==> src/rtl/wrc_pkg.sv <==
package wrc_pkg;

  typedef enum logic [1:0] {
    UF_NONE = 2'd0,
    UF_4    = 2'd1,
    UF_8    = 2'd2,
    UF_12   = 2'd3
  } uf_code_t;

  // Backward step through the window ring; nw is a power of two.
  function automatic int win_back(input int base, input int k, input int nw);
    return (base - k) & (nw - 1);
  endfunction

  // First started window among the three below the base, 0 if none.
  function automatic logic [1:0] first_hit(input logic [3:1] seen);
    if (seen[1])      return 2'd1;
    else if (seen[2]) return 2'd2;
    else if (seen[3]) return 2'd3;
    else              return 2'd0;
  endfunction

endpackage

==> src/rtl/wrc_probe.sv <==
module wrc_probe #(
  parameter int NW  = 16,
  parameter int WBW = 4
) (
  input  logic [WBW-1:0] win_base,
  input  logic [NW-1:0]  win_start,
  output logic [3:1]     seen,
  output logic [1:0]     m_sel
);
  import wrc_pkg::*;

  for (genvar k = 1; k <= 3; k++) begin : g_tap
    logic [WBW-1:0] idx;
    assign idx     = WBW'(win_back(int'(win_base), k, NW));
    assign seen[k] = win_start[idx];
  end

  assign m_sel = first_hit(seen);
endmodule

==> src/rtl/wrc_classify.sv <==
module wrc_classify (
  input  logic [1:0]        n_size,
  input  logic [1:0]        m_sel,
  input  logic [3:1]        seen,
  output logic              ill,
  output logic              uf,
  output wrc_pkg::uf_code_t code
);
  import wrc_pkg::*;

  logic bit_at_n;

  always_comb begin
    unique case (n_size)
      2'd1:    bit_at_n = seen[1];
      2'd2:    bit_at_n = seen[2];
      2'd3:    bit_at_n = seen[3];
      default: bit_at_n = 1'b1;
    endcase
  end

  assign ill  = (n_size == 2'd0) || ((m_sel != 2'd0) && (m_sel != n_size));
  assign uf   = !ill && !bit_at_n;
  assign code = uf ? uf_code_t'(n_size) : UF_NONE;
endmodule

==> src/rtl/wrc_top.sv <==
module wrc_top #(
  parameter int NAREG = 64,
  parameter int PC_W  = 32,
  localparam int NW   = NAREG / 4,
  localparam int WBW  = $clog2(NW)
) (
  input  logic            clk,
  input  logic            rst_n,
  input  logic            ret_valid,
  input  logic [1:0]      link_tag,
  input  logic [PC_W-1:0] pc,
  input  logic            movsp_valid,
  input  logic [WBW-1:0]  win_base,
  input  logic [NW-1:0]   win_start,
  output logic            ret_done,
  output logic            illegal,
  output logic [1:0]      uf_code,
  output logic            excm,
  output logic [WBW-1:0]  old_base,
  output logic [WBW-1:0]  new_base,
  output logic [PC_W-1:0] fault_pc,
  output logic            alloca
);
  import wrc_pkg::*;

  logic [3:1]     seen;
  logic [1:0]     m_sel;
  logic           ill_w;
  logic           uf_w;
  uf_code_t       code_w;
  logic [WBW-1:0] rot_base;
  logic           none_below;

  wrc_probe #(.NW(NW), .WBW(WBW)) probe_i (
    .win_base (win_base),
    .win_start(win_start),
    .seen     (seen),
    .m_sel    (m_sel)
  );

  wrc_classify class_i (
    .n_size(link_tag),
    .m_sel (m_sel),
    .seen  (seen),
    .ill   (ill_w),
    .uf    (uf_w),
    .code  (code_w)
  );

  assign rot_base   = WBW'(win_back(int'(win_base), int'(link_tag), NW));
  assign none_below = (seen == 3'b000);

  always_ff @(posedge clk) begin
    if (!rst_n) begin
      ret_done <= 1'b0;
      illegal  <= 1'b0;
      uf_code  <= UF_NONE;
      excm     <= 1'b0;
      old_base <= '0;
      new_base <= '0;
      fault_pc <= '0;
      alloca   <= 1'b0;
    end else begin
      ret_done <= ret_valid;
      illegal  <= ret_valid && ill_w;
      uf_code  <= ret_valid ? code_w : UF_NONE;
      excm     <= ret_valid && uf_w;
      alloca   <= movsp_valid && none_below;
      if (ret_valid) new_base <= ill_w ? win_base : rot_base;
      if (ret_valid && uf_w) begin
        old_base <= win_base;
        fault_pc <= pc;
      end
    end
  end
endmodule

==> config.mk <==
export PLATFORM = sky130hd
export DESIGN_NAME = wrc_top
export DESIGN_NICKNAME = d
export VERILOG_FILES = /design/src/rtl/wrc_pkg.sv /design/src/rtl/wrc_probe.sv /design/src/rtl/wrc_classify.sv /design/src/rtl/wrc_top.sv
export SDC_FILE = /design/constraint.sdc
export NUM_CORES = 1
export LEC_CHECK = 0
export BUFFER_PORTS_ARGS = -buffer_cell sky130_fd_sc_hd__buf_2
export CELL_PAD_IN_SITES_DETAIL_PLACEMENT = 1
export CELL_PAD_IN_SITES_GLOBAL_PLACEMENT = 2
export CORE_MARGIN = 3
export CORE_UTILIZATION = 31
export CTS_CLUSTER_SIZE = 40
export DETAILED_ROUTE_END_ITERATION = 8
export GPL_TIMING_DRIVEN = 1
export PLACE_DENSITY_LB_ADDON = 0.1
export SLEW_MARGIN = 20
export SYNTH_ARGS = -nofsm -noshare
export SYNTH_HDL_FRONTEND = slang
export SYNTH_SLANG_ARGS = --single-unit
==> constraint.sdc <==
create_clock -name clk -period 8.6 [get_ports clk]
set_input_delay 1.72 -clock clk [delete_from_list [all_inputs] [get_ports clk]]
set_output_delay 1.72 -clock clk [all_outputs]
set_load 0.02 [all_outputs]
=== Word-level counts from Yosys, hierarchy flattened ===
Cells that the tools add are included.

* Logic and storage cells: 42
* Register bits after elaboration: 46

* Reduce and logical (&&, ||, !) cells: 12
* Eq/ne operators: 4
* Add/subtract/negate cells: 4
* Multiplexer cells: 11
* $lt $le $gt $ge: 3

{| class="wikitable"
|+ Operator list
! cell !! count
|-
| less-than comparator 4 x 5 -> 1 bit (second input constant) || 3
|-
| binary-select mux 1 bit (select 4 bit) || 3
|-
| subtractor 4 x 2 -> 4 bit (second input constant) || 2
|-
| two-way mux 2 bit || 3
|-
| logical AND 1 bit || 5
|-
| == test 2 bit (second input constant) || 2
|-
| two-way mux 4 bit || 1
|-
| subtractor 4 x 1 -> 4 bit (second input constant) || 1
|-
| subtractor 4 x 2 -> 4 bit || 1
|-
| logical NOT 3 bit || 1
|-
| two-way mux 1 bit || 3
|-
| one-hot mux 1 bit (3 select lines) || 1
|-
| AND reduction 3 bit || 1
|-
| == test 2 x 1 -> 1 bit (second input constant) || 1
|-
| logical NOT 1 bit || 2
|-
| logical NOT 2 bit || 1
|-
| != test 2 bit || 1
|-
| nonzero test 2 bit || 1
|-
| logical OR 1 bit || 1
|}

=== Longest topological paths before layout ===
Gate-level depths: netlist of run 1.

* Depth in word-level cells: 12
* Depth in mapped cells: 14
* Gate-level depth less buffers: 9

=== Modules after synthesis ===
A second synthesis of run 1 with hierarchy kept.

* Cell total of the unflattened synthesis: 256
* Area, all modules: 2247.2 um^2

{| class="wikitable"
|+ By module, submodules not included
! module !! area an instance (um^2) !! cells each !! times used !! sequential area each (um^2)
|-
| wrc_top || 1654.1 || 202 || 1 || 920.9
|-
| wrc_probe || 501.7 || 40 || 1 || 0.0
|-
| wrc_classify || 91.3 || 14 || 1 || 0.0
|}

=== Worst setup path after synthesis of run 1 ===
Ideal clock, no wire load.

* Kind: in2reg
* From: input win_base[0]
* To: register new_base[2]
* Stages: 11
* Path slack: 4.215 ns
* Library setup time: 0.091 ns
* Arrival: 4.294 ns
* Path through: buf_6 > buf_8 > inv_1 > ha_1 > clkbuf_8 > mux4_2 > mux4_2 > a2111oi_4 > a311oi_4 > or3_1 > a311oi_1

* Longest elaborated chain between the ends: 10
* Elaborated cells between the ends (all ways): 18
* Classes of those cells: add/sub: 4; eq/ne: 1; mux: 10; reduce/logical: 3

{| class="wikitable"
|+ RTL lines
! what !! RTL line !! source
|-
| start, declared || wrc_top.sv:13 || <nowiki>input logic [WBW-1:0] win_base,</nowiki>
|-
| subtractor 4 x 2 -> 4 bit || wrc_pkg.sv:12 || <nowiki>return (base - k) & (nw - 1);</nowiki>
|-
| binary-select mux 1 bit (select 4 bit) || wrc_probe.sv:15 || <nowiki>assign seen[k] = win_start[idx];</nowiki>
|-
| two-way mux 1 bit (not written as such) || wrc_probe.sv:15 ||
|-
| two-way mux 2 bit || wrc_pkg.sv:19 || <nowiki>else if (seen[3]) return 2'd3;</nowiki>
|-
| two-way mux 2 bit || wrc_pkg.sv:18 || <nowiki>else if (seen[2]) return 2'd2;</nowiki>
|-
| two-way mux 2 bit || wrc_pkg.sv:17 || <nowiki>if (seen[1]) return 2'd1;</nowiki>
|-
| != test 2 bit / nonzero test 2 bit (equally long branches) || wrc_classify.sv:22 || <nowiki>assign ill = (n_size == 2'd0) || ((m_sel != 2'd0) && (m_sel != n_size));</nowiki>
|-
| logical AND 1 bit || wrc_classify.sv:22 ||
|-
| logical OR 1 bit || wrc_classify.sv:22 ||
|-
| two-way mux 4 bit (*) || wrc_top.sv:69 || <nowiki>if (ret_valid) new_base <= ill_w ? win_base : rot_base;</nowiki>
|-
| end signal, assigned || wrc_top.sv:69 ||
|-
| end, declared || wrc_top.sv:20 || <nowiki>output logic [WBW-1:0] new_base,</nowiki>
|}

Mark *: on every way between the ends. The rest lies on a longest branch, timed or not. The select of a mux whose other input is x is not followed.
A chain may end at the register's enable or synchronous reset.

=== Worst setup path after layout of run 1 ===
* From: input win_base[0]
* To: register fault_pc[20]

* Longest elaborated chain between the ends: 12
* Elaborated cells between the ends (all ways): 21
* Classes of those cells: add/sub: 3; eq/ne: 1; mux: 10; reduce/logical: 7

{| class="wikitable"
|+ RTL lines
! what !! RTL line !! source
|-
| subtractor 4 x 2 -> 4 bit || wrc_pkg.sv:12 ||
|-
| binary-select mux 1 bit (select 4 bit) || wrc_probe.sv:15 ||
|-
| two-way mux 1 bit (not written as such) || wrc_probe.sv:15 ||
|-
| two-way mux 2 bit || wrc_pkg.sv:19 ||
|-
| two-way mux 2 bit || wrc_pkg.sv:18 ||
|-
| two-way mux 2 bit || wrc_pkg.sv:17 ||
|-
| != test 2 bit / nonzero test 2 bit (equally long branches) || wrc_classify.sv:22 ||
|-
| logical AND 1 bit || wrc_classify.sv:22 ||
|-
| logical OR 1 bit || wrc_classify.sv:22 ||
|-
| logical NOT 1 bit || wrc_classify.sv:23 || <nowiki>assign uf = !ill && !bit_at_n;</nowiki>
|-
| logical AND 1 bit (*) || wrc_classify.sv:23 ||
|-
| logical AND 1 bit (*) || wrc_top.sv:70 || <nowiki>if (ret_valid && uf_w) begin</nowiki>
|-
| end signal, assigned || wrc_top.sv:72 || <nowiki>fault_pc <= pc;</nowiki>
|-
| end, declared || wrc_top.sv:21 || <nowiki>output logic [PC_W-1:0] fault_pc,</nowiki>
|}

Marks and branches as above.

==> results.yml, run 1 <==
drt:
  firstDrtPassIters: 4
  drt_iter0_drc: 35
  drt_wl_total_um: 5990
  avgViaCountPerCell: 4.701
  ant_nets: 0
  post_drt_wl_per_cell_um: 15.05
  vias: 1871
  drc: 0
clock_tree:
  clock_latency_ns: 0.29
  path_clk_slew_ns: 0.09
  cts_buffers: 5
  ctsHoldBuffers: 0
  clockRootBuffer: "clkbuf_8"
  clk_path_buf_depth: 2
  cts_tree: "built"
  cts.htree.levels: 2
  cts_resized: 0
  cts_setup_buffers: 0
  cts_sinks: 46
critical_path:
  crit_arrival_ns: 5.02
  crit_fanout: 39
  criticalPathCategory: "in -> reg"
  required_ns: 8.74
  endpoint_kind: "flop"
  cp-start-kind: "input pin"
die:
  rows: 31
  core_area_um2: 7370
  start_util_pct: 32.63
  die_area_um2: 8850
  die_w_um: 94.08
  io_pins: 104
  die_y_um: 94.08
placement:
  portBuffers: 103
  dpl_cell_area_um2: 2904
  dp_cells: 390
  place_congestion: 0.7287
  detailed_place_hpwl_um: 4544
global_routing:
  first_global_vias: 1902
  grt_overflow: 0
  grt_max_degree: 40
  grt_pass1_wl_um: 9473
  antenna_found_initial: 0
  grt_usage_pct: 13.61
timing:
  hold_viol: 0
  final.min_clock_period_ns: 4.879
  fin_tns_setup_ns: 0
  tightest_slew_ns: 0.9804
  fin_crit_sh_pct: 56.73
  finClkSkew_ns: 0
  slew_viol_final: 0
  finalSetupViolations: 0
  rsz0062_at_grt: "no"
  slew_headroom_pct: 34.57
  maxClockFrequency_ghz: 0.2050
synthesis:
  synthArstFlopShare_pct: 0
  synthTopCellsByCount: "dfxtp_1, mux2i_1, nor2_1"
  synth_seq_cells: 46
  syn-cell-area_um2: 2405
  syn_nets: 269
  yosysUniqueCellTypes: 38
  yosysWarnings: 0
  yosys.area.top_type: "dfxtp_1"
  synthTopCellsByArea: "dfxtp_1, mux2i_1, mux4_1, nor2_1, mux4_2"
  synth_edf_count: 0
  avgSynthCellArea_um2: 11.85
  postSynthCellCount: 203
  yosysSeqAreaShare_pct: 38.29
  synth_top_area_share_pct: 38.29
  yosysMostFrequentCell: "dfxtp_1"
  synth_flop_cell: "dfxtp_1"
final_layout:
  drive_above_1_share_pct: 40.47
  syn2layout_area_growth_pct: 26.69
  stdcell_count: 398
  diodes: 0
  nets: 364
  fin_area_um2: 3047
job:
  cap_violations: 0
power_and_ir_drop:
  powerDensity_nw_per_um2: 176.4
  peakVddDrop_v: 0.00007175
  power_leakage_nw: 1.380
outcome:
  outcome: "finished clean"
min_path:
  holdCritPathClass: "reg -> reg"
critical path, cell delays in order:
cell and delay [ns]:
buf_2 0.35, inv_1 0.13, ha_1 0.48, mux4_1 0.36, mux4_2 0.55, nor3_1 0.32
o211a_2 0.24, buf_4 0.52, mux2i_1 0.27, nor2_1 0.06
flip-flops by register name (all words and copies together), names as in the netlist:
signal    count
ret_done      1
fault_pc     32
alloca        1
uf_code       2
illegal       1
excm          1
new_base      4
old_base      4
final cells by class:
cell class / count / area [µm²]
Clock inverter: 2 / 60.06
Clock buffer: 6 / 82.58
Inverter: 8 / 30.03
Fill cell: 868 / 4323
Multi-Input combinational cell: 133 / 1306
Sequential cell: 46 / 920.9
Tap cell: 99 / 123.9
Timing Repair Buffer: 104 / 523.0
where the power goes:
group | internal [W] | switching [W]
logic | 0.0000524 | 0.0000620
clock network | 0.000124 | 0.0000712
registers | 0.000223 | 0.00000459
total | 0.000400 | 0.000138
path summary, 6_finish.rpt:
path	depth (start not counted)	from	slack, ns	to
setup / recovery	10	win_base[0]	3.72	fault_pc[20]
hold / removal	2	fault_pc[8]	0.49	fault_pc[8]
setup reg to reg	2	new_base[2]	7.90	new_base[2]
hold reg to reg	2	fault_pc[8]	0.49	fault_pc[8]
kinds of logic after synthesis:
logic type | after synthesis | share of synthesized area [%]
xor+xnor | 5 | 1.821
buf+inv | 24 | 7.388
mux | 52 | 31.22
fa+ha+maj | 8 | 4.474
compound gates | 12 | 5.307
flops | 46 | 38.29
simple gates | 56 | 11.50
layer usage:
metal	track usage [%]	wire length [µm]
met5	0	0
met4	3.610	28
met3	5.288	487
met2	20.05	2678
met1	18.55	2796
metrics by stage:
step / setup WS, ns / power, W / hold WS (ns) / utilization [%]
2_1_floorplan: 4.215 / 0.0003153 / 0.5542 / -
3_3_place_gp: 3.555 / 0.0003478 / 0.4689 / 39.41
3_5_place_dp: 3.385 / 0.0003497 / 0.4823 / 39.41
4_1_cts: 3.712 / 0.0005474 / 0.5040 / 41.34
5_1_grt: 3.496 / 0.0005692 / 0.5298 / 41.34
6_report: 3.721 / 0.0005375 / 0.4939 / 41.34
layout by cell type, fill, tap and decap left out:
cell,n
nand4b_1,1
o211ai_1,3
buf_2,103
bufinv_16,2
mux4_2,4
or3_1,1
buf_4,1
nand3b_1,5
nand2_1,1
a2111oi_4,1
o211a_2,1
and2_1,2
ha_1,7
a211oi_1,1
a311oi_4,1
a21oi_1,1
mux2_2,1
inv_1,8
mux2i_1,36
and3_1,3
a311oi_1,1
fa_1,1
nand3_1,1
mux4_1,11
nand4_1,2
and2_2,1
xor2_1,5
nor3_1,2
a21boi_0,1
o21bai_1,1
clkbuf_8,6
o21ai_0,1
nor2b_1,6
nor2_1,31
dfxtp_1,46
(Power assumes the default switching activity.)
==> inputs of run 2 (changes only) <==
ABC_AREA = 1   (was not set)
CORE_UTILIZATION = 23   (was 31)
clock period = 4 ns   (was 8.6 ns; I/O delays follow)
==> run 2 against run 1 <==
Against the previous run:
- first-iteration DRC count up 86%
- global-route usage down 0.57 points
- combinational power rose to 2.7 times the previous value
- sequential share of layout area down 0.97 points
- register-to-register slack worse by 4.6 ns
- largest cell class unchanged
- worst hold slack worse by 0.0054 ns
- clock skew unchanged
- die area up 37%
- critical path depth up 3
- sequential power up 120%
- sequential cell count unchanged
- setup slack worse by 2.9 ns
==> results.yml, run 2 <==
timing:
  slew_viol_final: 0
  hold_viol: 0
  layout_setup_ws_ns: 0.8020
  finalSetupViolations: 0
  finClkSkew_ns: 0
  rsz0062_at_grt: "no"
  tightest_slew_ns: 0.8621
  final.min_clock_period_ns: 3.198
  slew_headroom_pct: 42.44
  fin_tns_setup_ns: 0
  maxClockFrequency_ghz: 0.3127
  fin_crit_sh_pct: 79.95
final_layout:
  final_cell_mix: "buf_2, nand2_1, nand3_1, dfxtp_1, nor2_1"
  top_regs: "fault_pc: 32 flops, new_base: 4 flops, old_base: 4 flops"
  largest_reg_flops: 32
  drive_above_1_share_pct: 36.87
  nets: 499
  layout_commonest_cell: "buf_2"
  largest_register: "fault_pc"
  diodes: 0
  fin_area_um2: 3148
  syn2layout_area_growth_pct: 25.99
global_routing:
  grt_overflow: 0
  grt_usage_pct: 13.04
  antenna_found_initial: 0
  first_global_vias: 2493
  grt_max_degree: 42
  grt_pass1_wl_um: 12410
die:
  start_util_pct: 23.88
  die_y_um: 110.2
  die_w_um: 110.2
  rows: 37
  io_pins: 104
  die_area_um2: 12150
  core_area_um2: 10460
critical_path:
  crit_fanout: 40
  crit_arrival_ns: 3.43
  crit_slowest_cell: "ha_1"
  cp_slowest_stage_delay_ns: 0.42
  cp-start-kind: "input pin"
  regToRegSetupSlack_ns: 3.35
  endpoint_kind: "flop"
  r2r_start: "new_base[2]"
  required_ns: 4.23
  critical-path-top-delay-family: "buffers and inverters"
  path_cells: "buf_2 > inv_1 > ha_1 > inv_2 > nand3_1 > nand3_1 > nand2_1 > o21ai_4 > o2111ai_4 > nor2_8 > buf_4 > o21ai_0 > nor2_1"
  path_buf_inv: 4
  reg2regPathDepth: 2
  criticalPathCategory: "in -> reg"
  critPathMostFrequentCell: "nand3_1"
  rr_endpoint: "new_base[2]"
synthesis:
  yosys.area.top_type: "dfxtp_1"
  avgSynthCellArea_um2: 7.392
  synthArstFlopShare_pct: 0
  synth_top_area_share_pct: 36.86
  syn_nets: 404
  postSynthCellCount: 338
  synthTopCellsByCount: "nand2_1, dfxtp_1, nand3_1"
  synthTopCellsByArea: "dfxtp_1, nand3_1, nand2_1, nor2_2, nor2_1"
  syn-cell-area_um2: 2499
  yosysMostFrequentCell: "nand2_1"
  synth_edf_count: 0
  synth_flop_cell: "dfxtp_1"
  yosysUniqueCellTypes: 31
  yosysWarnings: 0
  yosysSeqAreaShare_pct: 36.86
  synth_seq_cells: 46
drt:
  drc: 0
  firstDrtPassIters: 4
  drt_iter0_drc: 65
  post_drt_wl_per_cell_um: 13.93
  avgViaCountPerCell: 4.358
  drt_wl_total_um: 7938
  ant_nets: 0
  vias: 2484
min_path:
  min_from: "new_base[0]"
  hold_end: "new_base[0]"
  holdCritPathClass: "reg -> reg"
  hold_depth: 2
power_and_ir_drop:
  power_leakage_nw: 1.642
  powerDensity_nw_per_um2: 349.2
  peakVddDrop_v: 0.0001114
clock_tree:
  cts_sinks: 46
  cts_resized: 0
  ctsHoldBuffers: 0
  cts_buffers: 5
  clk_path_buf_depth: 2
  cts.htree.levels: 2
  cts_setup_buffers: 0
  clockRootBuffer: "clkbuf_8"
  path_clk_slew_ns: 0.09
  clock_latency_ns: 0.29
  cts_tree: "built"
placement:
  detailed_place_hpwl_um: 6177
  place_congestion: 0.8566
  preCtsSetupSlack_ns: 0.4580
  dpl_cell_area_um2: 3062
  portBuffers: 103
outcome:
  outcome: "finished clean"
job:
  cap_violations: 0
## run 2: tightest hold or removal path, delay by kind of cell (launching register included)
| kind | cells | cell delay (ns) |
|---|---|---|
| DFF | 1 | 0.32 |
| and+or+nand+nor | 1 | 0.07 |
| AOI/OAI and AO/OA | 1 | 0.06 |
## run 2: worst max path at each step
stage,startpoint,to,slack (ns),depth (start not counted)
after floorplan,win_base[0],fault_pc[0],1.13,16
after global placement,win_base[1],fault_pc[26],0.55,13
after detailed placement,win_base[1],fault_pc[8],0.46,13
after CTS,win_base[1],fault_pc[8],0.77,13
after global routing,win_base[1],fault_pc[0],0.51,13
final,win_base[1],fault_pc[8],0.80,13
## run 2: power by group
part	switching, W	internal (W)	total, W
combinational	0.000206	0.000107	0.000312
clock	0.000158	0.000124	0.000282
sequential	0.0000153	0.000490	0.000505
## run 2: final cells by class
type / count / area, µm²
clock buffer: 6 / 72.57
clock inverter: 2 / 13.76
fill: 1369 / 7315
inverter: 31 / 118.9
multi-input combinational: 244 / 1321
sequential: 46 / 920.9
tap: 136 / 170.2
timing repair buffer: 105 / 530.5
## run 2: metal layers
metal	part of all wire [%]	track usage (%)	wire [µm]	vias to the layer above
met3	5.7	2.796	456	4
met4	0.81	3.430	64	0
met2	46	21.01	3618	62
met1	48	17.68	3798	1147
li1	-	-	-	1271
met5	0	0	0	-
## run 2: cell families (layout without fill, tap and decap cells)
| group | after synthesis | count (layout) | synth area share (%) |
|---|---|---|---|
| AO/OA/AOI/OAI | 51 | 51 | 12.37 |
| XOR/XNOR | 7 | 7 | 2.754 |
| adder cells (fa/ha/maj) | 8 | 8 | 4.306 |
| buffers and inverters | 48 | 144 | 10.27 |
| flip-flops | 46 | 46 | 36.86 |
| AND/OR/NAND/NOR | 178 | 178 | 33.45 |
## run 2: per-stage QoR
step           util, %  power (W)  hold WS [ns]  std cells
3_3_place_gp     29.26  0.0008334        0.4576        562
3_5_place_dp     29.26  0.0008348        0.4851        562
4_1_cts          30.09   0.001127        0.5013        570
6_report         30.09   0.001099        0.4884        570
5_1_grt          30.09   0.001184        0.5226        570
2_1_floorplan        -  0.0007277        0.5422        338
==> inputs of run 3 (changes only) <==
ABC_AREA = 0   (was 1)
CORE_UTILIZATION = 26   (was 23)
clock period = 2.7 ns   (was 4 ns; I/O delays follow)
==> run 3 against run 2 <==
Against the previous run:
- the run now ends with setup timing left
- global-route usage decreased by 0.89 points
- via count decreased by 19%
- clock power increased by 47%
- worst hold slack got worse by 0.015 ns
- sequential share of layout area decreased by 2.6 points
- die area decreased by 14%
- non-clock buffer count increased by 29
==> results.yml, run 3 (synthesis results as in run 1) <==
die:
  die_area_um2: 10440
  core_area_um2: 8848
  start_util_pct: 27.18
  rows: 34
  die_y_um: 102.2
  die_w_um: 102.2
  io_pins: 104
timing:
  hold_viol: 0
  layout_setup_ws_ns: -0.04833
  rsz0062_at_grt: "yes"
  final.min_clock_period_ns: 2.748
  tightest_slew_ns: 1.010
  maxClockFrequency_ghz: 0.3639
  fin_crit_sh_pct: 101.8
  finalSetupViolations: 19
  slew_headroom_pct: 32.58
  slew_viol_final: 0
  finClkSkew_ns: 0
  fin_tns_setup_ns: -0.5217
final_layout:
  largest_register: "fault_pc"
  drive_above_1_share_pct: 51.98
  layout_commonest_cell: "buf_2"
  largest_reg_flops: 32
  top_regs: "fault_pc: 32 flops, new_base: 4 flops, old_base: 4 flops"
  syn2layout_area_growth_pct: 43.70
  stdcell_count: 437
  diodes: 0
  final_cell_mix: "buf_2, dfxtp_1, mux2i_1"
  nets: 394
critical_path:
  reg2regPathDepth: 2
  required_ns: 2.85
  criticalPathCategory: "in -> reg"
  cp-start-kind: "input pin"
  endpoint_kind: "flop"
  crit_arrival_ns: 2.90
  r2r_start: "new_base[2]"
  rr_endpoint: "new_base[2]"
  regToRegSetupSlack_ns: 1.98
  worstSetupStartpoint: "win_base[1]"
  endpoint: "fault_pc[3]"
  crit_fanout: 8
outcome:
  outcome: "finished with violations"
  violations: "setup timing"
clock_tree:
  clockRootBuffer: "clkbuf_8"
  path_clk_slew_ns: 0.08
  cts.htree.levels: 2
  clk_path_buf_depth: 2
  cts_tree: "built"
  cts_sinks: 46
  clock_latency_ns: 0.29
  cts_buffers: 5
global_routing:
  antenna_found_initial: 0
  first_global_vias: 1939
  grt_max_degree: 32
  grt_overflow: 0
  grt_usage_pct: 12.15
  grt_pass1_wl_um: 9956
placement:
  preCtsSetupSlack_ns: -0.5924
  place_congestion: 0.7342
  portBuffers: 103
  detailed_place_hpwl_um: 4953
  dp_cells: 416
power_and_ir_drop:
  powerDensity_nw_per_um2: 480.4
  peakVddDrop_v: 0.0001561
  power_leakage_nw: 1.534
  p_total_w: 0.001660
drt:
  avgViaCountPerCell: 4.581
  drc: 0
  vias: 2002
  drt_iter0_drc: 58
  drt_wl_total_um: 6615
  post_drt_wl_per_cell_um: 15.14
  ant_nets: 0
  firstDrtPassIters: 4
min_path:
  holdCritPathClass: "in -> reg"
job:
  cap_violations: 0
run 3: cell count changes in the layout (fill, tap and decap cells not counted), moves of 22 or more:
cell	change
inv_1	-22
mux2i_1	+34
nand2_1	-55
nand3_1	-45
nor2_2	-30
o21ai_1	-27
run 3: metal layers:
layer,part of all wire (%),vias up,wire (µm),track usage [%]
met3,6.8,7,449,3.003
met5,0,-,0,0
met2,47,76,3121,20.29
li1,-,971,-,-
met4,1.1,0,74,3.330
met1,45,948,2970,15.67
run 3: cell type report:
| type | count | area [µm²] |
|---|---|---|
| inverter | 8 | 42.54 |
| multi-input combinational | 133 | 1356 |
| clock inverter | 2 | 13.76 |
| tap | 108 | 135.1 |
| fill | 1020 | 5393 |
| clock buffer | 6 | 72.57 |
| timing repair buffer | 134 | 914.6 |
| sequential | 46 | 920.9 |
run 3: worst max-delay path, stage by stage:
cell and delay [ns]:
buf_8 0.08, inv_6 0.04, ha_4 0.32, mux4_2 0.32
mux4_2 0.52, buf_6 0.15, nor3_4 0.18, o211a_4 0.23
buf_6 0.13, clkbuf_16 0.14, mux2i_1 0.18, nor2_1 0.05
run 3: worst min-delay path by stage:
stage,startpoint,end,slack (ns),cells past startpoint
2_1_floorplan,new_base[2],new_base[2],0.55,2
3_3_place_gp,fault_pc[10],fault_pc[10],0.47,2
3_5_place_dp,fault_pc[24],fault_pc[24],0.48,2
4_1_cts,movsp_valid,alloca,0.46,2
5_1_grt,pc[1],fault_pc[1],0.46,3
6_report,pc[1],fault_pc[1],0.47,3
run 3: where the power goes:
| group | internal, W | total, W | switching, W |
|---|---|---|---|
| Sequential | 0.000712 | 0.000726 | 0.0000148 |
| Clock | 0.000183 | 0.000414 | 0.000231 |
| Combinational | 0.000278 | 0.000520 | 0.000242 |
| Total | 0.00117 | 0.00166 | 0.000488 |
run 3: stage by stage:
step	hold WS [ns]	instance area (µm²)	util, %
after floorplan	0.5542	2459	-
after global placement	0.4699	3108	35.12
after detailed placement	0.4788	3108	35.12
after CTS	0.4606	3332	37.66
after global routing	0.4577	3456	39.06
final	0.4735	3456	39.06
run 3: timing repair:
| item | 4_1_cts | 5_1_grt |
|---|---|---|
| pin swaps | 8 | 7 |
| gates resized for setup | 35 | 9 |
| cloned | 1 | 2 |
| setup buffers | 6 | 4 |
| endpoints found under the setup margin | 41 | 41 |
| hold buffers | 0 | 0 |
